<file path="src/rtl/irq_ctl_pkg.sv">
package irq_ctl_pkg;

    localparam int NUM_SRC  = 5;
    localparam int BUS_W    = 8;
    localparam int MODE_BIT = BUS_W - 1;
    localparam int SUM_BIT  = BUS_W - 1;
    localparam int PAD_W    = BUS_W - 1 - NUM_SRC;

    typedef enum logic [2:0] {
        SRC_TMR_A  = 3'd0,
        SRC_TMR_B  = 3'd1,
        SRC_ALARM  = 3'd2,
        SRC_SERIAL = 3'd3,
        SRC_EDGE   = 3'd4
    } src_idx_e;

    typedef struct packed {
        logic               rd;
        logic               wr;
        logic               set_mode;
        logic [NUM_SRC-1:0] bits;
    } bus_op_t;

    function automatic logic [NUM_SRC-1:0] mask_apply(
        input logic [NUM_SRC-1:0] cur,
        input logic               set_mode,
        input logic [NUM_SRC-1:0] bits
    );
        return set_mode ? (cur | bits) : (cur & ~bits);
    endfunction

endpackage

</file>
<file path="src/rtl/irq_flag_bank.sv">
module irq_flag_bank
    import irq_ctl_pkg::*;
(
    input  logic               clk,
    input  logic               rst,
    input  logic [NUM_SRC-1:0] ev,
    input  logic               clr,
    output logic [NUM_SRC-1:0] flg
);
    logic [NUM_SRC-1:0] flg_q;

    generate
        for (genvar i = 0; i < NUM_SRC; i++) begin : g_bit
            always_ff @(posedge clk) begin
                if (rst)
                    flg_q[i] <= 1'b0;
                else if (clr)
                    flg_q[i] <= ev[i];
                else
                    flg_q[i] <= flg_q[i] | ev[i];
            end
        end
    endgenerate

    assign flg = flg_q;


    flag_latch_chk: assert property (@(posedge clk) disable iff (rst)
        (|ev) |=> ((flg & $past(ev)) == $past(ev)));


    flag_clear_chk: assert property (@(posedge clk) disable iff (rst)
        clr |=> (flg == $past(ev)));
endmodule

</file>
<file path="src/rtl/irq_mask_reg.sv">
module irq_mask_reg
    import irq_ctl_pkg::*;
(
    input  logic               clk,
    input  logic               rst,
    input  bus_op_t            op,
    output logic [NUM_SRC-1:0] msk
);
    logic [NUM_SRC-1:0] msk_q;

    always_ff @(posedge clk) begin
        if (rst)
            msk_q <= '0;
        else if (op.wr)
            msk_q <= mask_apply(msk_q, op.set_mode, op.bits);
    end

    assign msk = msk_q;


    mask_set_chk: assert property (@(posedge clk) disable iff (rst)
        (op.wr && op.set_mode) |=> ((msk & $past(op.bits)) == $past(op.bits)));


    mask_clr_chk: assert property (@(posedge clk) disable iff (rst)
        (op.wr && !op.set_mode) |=> ((msk & $past(op.bits)) == '0));


    mask_keep_chk: assert property (@(posedge clk) disable iff (rst)
        op.wr |=> ((msk & ~$past(op.bits)) == ($past(msk) & ~$past(op.bits))));
endmodule

</file>
<file path="src/rtl/irq_summary.sv">
module irq_summary
    import irq_ctl_pkg::*;
(
    input  logic               clk,
    input  logic               rst,
    input  bus_op_t            op,
    input  logic [NUM_SRC-1:0] ev,
    input  logic [NUM_SRC-1:0] flg,
    input  logic [NUM_SRC-1:0] msk,
    output logic               sum
);
    logic sum_q;
    logic ev_hit;
    logic wr_hit;

    always_comb begin
        ev_hit = |(ev & msk);
        wr_hit = op.wr && op.set_mode && (|(op.bits & (flg | ev)));
    end

    always_ff @(posedge clk) begin
        if (rst)
            sum_q <= 1'b0;
        else if (op.rd)
            sum_q <= 1'b0;
        else if (ev_hit || wr_hit)
            sum_q <= 1'b1;
    end

    assign sum = sum_q;


    read_drops_sum_chk: assert property (@(posedge clk) disable iff (rst)
        op.rd |=> !sum);


    enable_pending_chk: assert property (@(posedge clk) disable iff (rst)
        (!op.rd && op.wr && op.set_mode && (|(op.bits & flg))) |=> sum);
endmodule

</file>
<file path="src/rtl/irq_event_ctrl.sv">
module irq_event_ctrl
    import irq_ctl_pkg::*;
(
    input  logic               clk,
    input  logic               rst,
    input  logic [NUM_SRC-1:0] ev_in,
    input  logic               reg_sel,
    input  logic               rd_en,
    input  logic               wr_en,
    input  logic [BUS_W-1:0]   wr_data,
    output logic [BUS_W-1:0]   rd_data,
    output logic               irq
);
    bus_op_t            op;
    logic [NUM_SRC-1:0] flg;
    logic [NUM_SRC-1:0] msk;
    logic               sum;

    always_comb begin
        op.rd       = reg_sel && rd_en;
        op.wr       = reg_sel && wr_en;
        op.set_mode = wr_data[MODE_BIT];
        op.bits     = wr_data[NUM_SRC-1:0];
    end

    irq_flag_bank u_flags (
        .clk (clk),
        .rst (rst),
        .ev  (ev_in),
        .clr (op.rd),
        .flg (flg)
    );

    irq_mask_reg u_mask (
        .clk (clk),
        .rst (rst),
        .op  (op),
        .msk (msk)
    );

    irq_summary u_sum (
        .clk (clk),
        .rst (rst),
        .op  (op),
        .ev  (ev_in),
        .flg (flg),
        .msk (msk),
        .sum (sum)
    );

    always_comb begin
        if (op.rd)
            rd_data = {sum, {PAD_W{1'b0}}, flg};
        else
            rd_data = '0;
    end

    assign irq = sum;


    enabled_event_chk: assert property (@(posedge clk) disable iff (rst)
        (!op.rd && (|(ev_in & msk))) |=> irq);


    read_release_chk: assert property (@(posedge clk) disable iff (rst)
        op.rd |=> !irq);


    idle_bus_chk: assert property (@(posedge clk) disable iff (rst)
        !op.rd |-> (rd_data == '0));


    masked_quiet_chk: assert property (@(posedge clk) disable iff (rst)
        (!irq && msk == '0 && !op.wr) |=> !irq);
endmodule

</file>
<file path="config.mk">
export PLATFORM = sky130hd
export DESIGN_NAME = irq_event_ctrl
export DESIGN_NICKNAME = d
export VERILOG_FILES = /design/src/rtl/irq_ctl_pkg.sv /design/src/rtl/irq_flag_bank.sv /design/src/rtl/irq_mask_reg.sv /design/src/rtl/irq_summary.sv /design/src/rtl/irq_event_ctrl.sv
export SDC_FILE = /design/constraint.sdc
export NUM_CORES = 1
export LEC_CHECK = 0
export CAP_MARGIN = 20
export CORE_MARGIN = 4
export CORE_UTILIZATION = 33
export CTS_CLUSTER_SIZE = 16
export DETAILED_ROUTE_END_ITERATION = 7
export GPL_ROUTABILITY_DRIVEN = 0
export GPL_TIMING_DRIVEN = 0
export PLACE_DENSITY = 0.83
export SLEW_MARGIN = 0
export SYNTH_ARGS = -nofsm -noshare
export SYNTH_HDL_FRONTEND = slang
export SYNTH_SLANG_ARGS = --single-unit
</file>
<file path="constraint.sdc">
create_clock -name clk -period 0.84 [get_ports clk]
set_input_delay 0.126 -clock clk [delete_from_list [all_inputs] [get_ports clk]]
set_output_delay 0.126 -clock clk [all_outputs]
set_load 0.1 [all_outputs]
</file>
==> summary.md <==
| Metric | Value |
|---|---|
| Maximum root-to-sink buffer count | 2 |
| Fraction of layout cells with a size suffix above 1 | 0.3737 |
| Commonest cells after routing, fill and taps aside | nand2_1 (13), a21oi_1 (10), clkdlybuf4s50_1 (10) |
| Antenna Diode Count | 0 |
| Fillcell total | 128 |
| Final worst-path setup slack | -0.2668 ns |
| Max-slew violation count | 0 |
| Hold Crit Start | ev_in[4] |
| CTS tree | yes |
| Detailed Routing Iterations Pass 1 | 4 |
| CP Data Arrival Time | 0.98 ns |
| Ports | 27 |
| Grt total ovfl | 0 |
| CP endpoint kind | output pin |
| CTS Buf Count | 3 |
| Leakage Power | 0.3950 nW |
| First-pass GRT wire length | 2421 um |
| Final instance area | 949.7 um2 |
| Tmin final | 1.107 ns |
| Final #Nets | 118 |
| Number of global-route vias before repair | 563 |
| Reg clk slew, reported paths | 0.07 ns |
| Total power | 1.377 mW |
| Crit path required time | 0.71 ns |
| Post-synthesis register bit count | 11 |
| Clock Latency Late Sink | 0.27 ns |
| Syn Inst Count | 67 |
| Vias per Instance | 5.287 |
| Max-cap violations | 0 |
| WL/cell | 13.36 um |
| Peak Freq | 903.5 MHz |
| Syn-to-layout area delta | 83.33% |
| Synth warn | 0 |
| Critical path class | reg2out |
| Via count | 608 |
| Failing checks | negative setup slack |
| Peak supply drop | 986.3 uV |
| CTS root buf | clkbuf_4 |
| Commonest non-fill, non-tap cell in the layout | nand2_1 |
| Wirelength, routed | 1536 um |
| Placed cell area | 789.5 um2 |
| Average cell area after synthesis | 7.731 um2 |
| Worst hold slack | 0.1603 ns |
| Tot GR Track Use | 0.1565 |
| Cell variety after synth | 15 |
| Final period util | 1.318 |
| IO Port Bufs | 22 |
| Worst Hold Class | in2reg |
| CTS Sinks | 11 |
| Largest net degree at the start of global routing | 11 |
| Final Hold Viols | 0 |
| Post-synthesis sequential area ratio | 0.4251 |
| Die footprint | 2268 um2 |
| Initial DRC Count | 7 |
| Crit-path max FO | 3 |
| Setup violators final | 8 |
| RSZ-0062 raised after global routing | yes |
| ANT nets after route | 0 |
| Die height | 47.62 um |
| Die Span X | 47.62 um |
| Ratio of total power to cell area | 1450 nW/um2 |
| Htree depth | 1 |
| Layout Skew | 0.001755 ns |
| DRC viols | 0 |
| Row cnt | 14 |
| Setup crit start | u_sum.sum$_SDFFE_PP0P_ |
| Synthesized area | 518.0 um2 |
| Utilization after layout | 0.6378 |
| Setup tns final | -1.874 ns |
| Initial Util | 0.3479 |
| Status | complete, but fails checks |
| Core Box Area | 1489 um2 |
| Initial antenna violation count | 0 |
| Post-DP HPWL | 1098 um |
| Crit path launch type | register |
## cells in the mapped netlist, drive strengths merged
| cell type | count | area (um2) |
|---|---|---|
| nand3 | 6 | 30.03 |
| clkbuf | 1 | 3.750 |
| and3 | 6 | 43.80 |
| o211ai | 1 | 12.51 |
| dfxtp | 11 | 220.2 |
| a221oi | 2 | 17.52 |
| nor2 | 5 | 18.77 |
| a21oi | 11 | 55.05 |
| a22oi | 1 | 7.510 |
| o21ai | 5 | 25.02 |
| buf | 3 | 22.52 |
| and2 | 1 | 8.760 |
| nand2 | 13 | 48.80 |
| conb | 1 | 3.750 |
## per-layer routing
layer  global-route usage  vias up  share of wire
met2               0.2540       34           0.48
met4               0.1129        0          0.039
li1                     -      300              -
met1               0.1802      266           0.40
met5                    0        -              0
met3              0.03383        8          0.087
## what timing repair did
action,CTS,global route
pin swaps,5,1
resized for setup,80,7
setup endpoints to repair,18,13
hold buffers,0,0
gates cloned,1,0
setup buffers,4,0
## final cells by class
class / count / area (um2) / area share
sequential: 11 / 230.2 / 0.2424
buffer: 4 / 31.28 / 0.03294
clock buffer: 4 / 26.28 / 0.02767
timing repair buffer: 27 / 327.8 / 0.3452
tap: 16 / 20.02 / 0.02108
multi-input combinational: 53 / 314.1 / 0.3307
## critical path, cell delays in order, from the launching register on
cell and delay, ns:
dfxtp_4 0.35, and3_4 0.19, buf_12 0.17
## worst paths after layout
check | end | slack [ns] | cells past startpoint
setup reg to reg | u_sum.sum$_SDFFE_PP0P_ | -0.16 | 4
setup / recovery | rd_data[7] | -0.27 | 2
hold reg to reg | register | 0.47 | 2
hold / removal | u_flags.flg[4]$_SDFF_PP0_ | 0.16 | 3
## logic make-up (layout without fill, tap and decap cells)
family | after synthesis | after routing | synth area share
AND/OR/NAND/NOR | 31 | 31 | 0.2899
buffers and inverters | 4 | 35 | 0.05071
AO/OA/AOI/OAI | 20 | 20 | 0.2270
other | 1 | 2 | 0.007239
flip-flops | 11 | 11 | 0.4251
## report_power, final
| part | internal, mW | switching (mW) |
|---|---|---|
| Clock | 0.184 | 0.180 |
| Sequential | 0.553 | 0.0190 |
| Combinational | 0.189 | 0.252 |
| Total | 0.926 | 0.451 |
## through the flow
stage / setup slack (ns) / std cells
2_1_floorplan: -0.2444 / 68
3_3_place_gp: -1.438 / 106
3_5_place_dp: -1.446 / 106
4_1_cts: -0.2636 / 115
5_1_grt: -0.3139 / 115
6_report: -0.2668 / 115
Note: power is estimated with default switching activity, not from simulation.
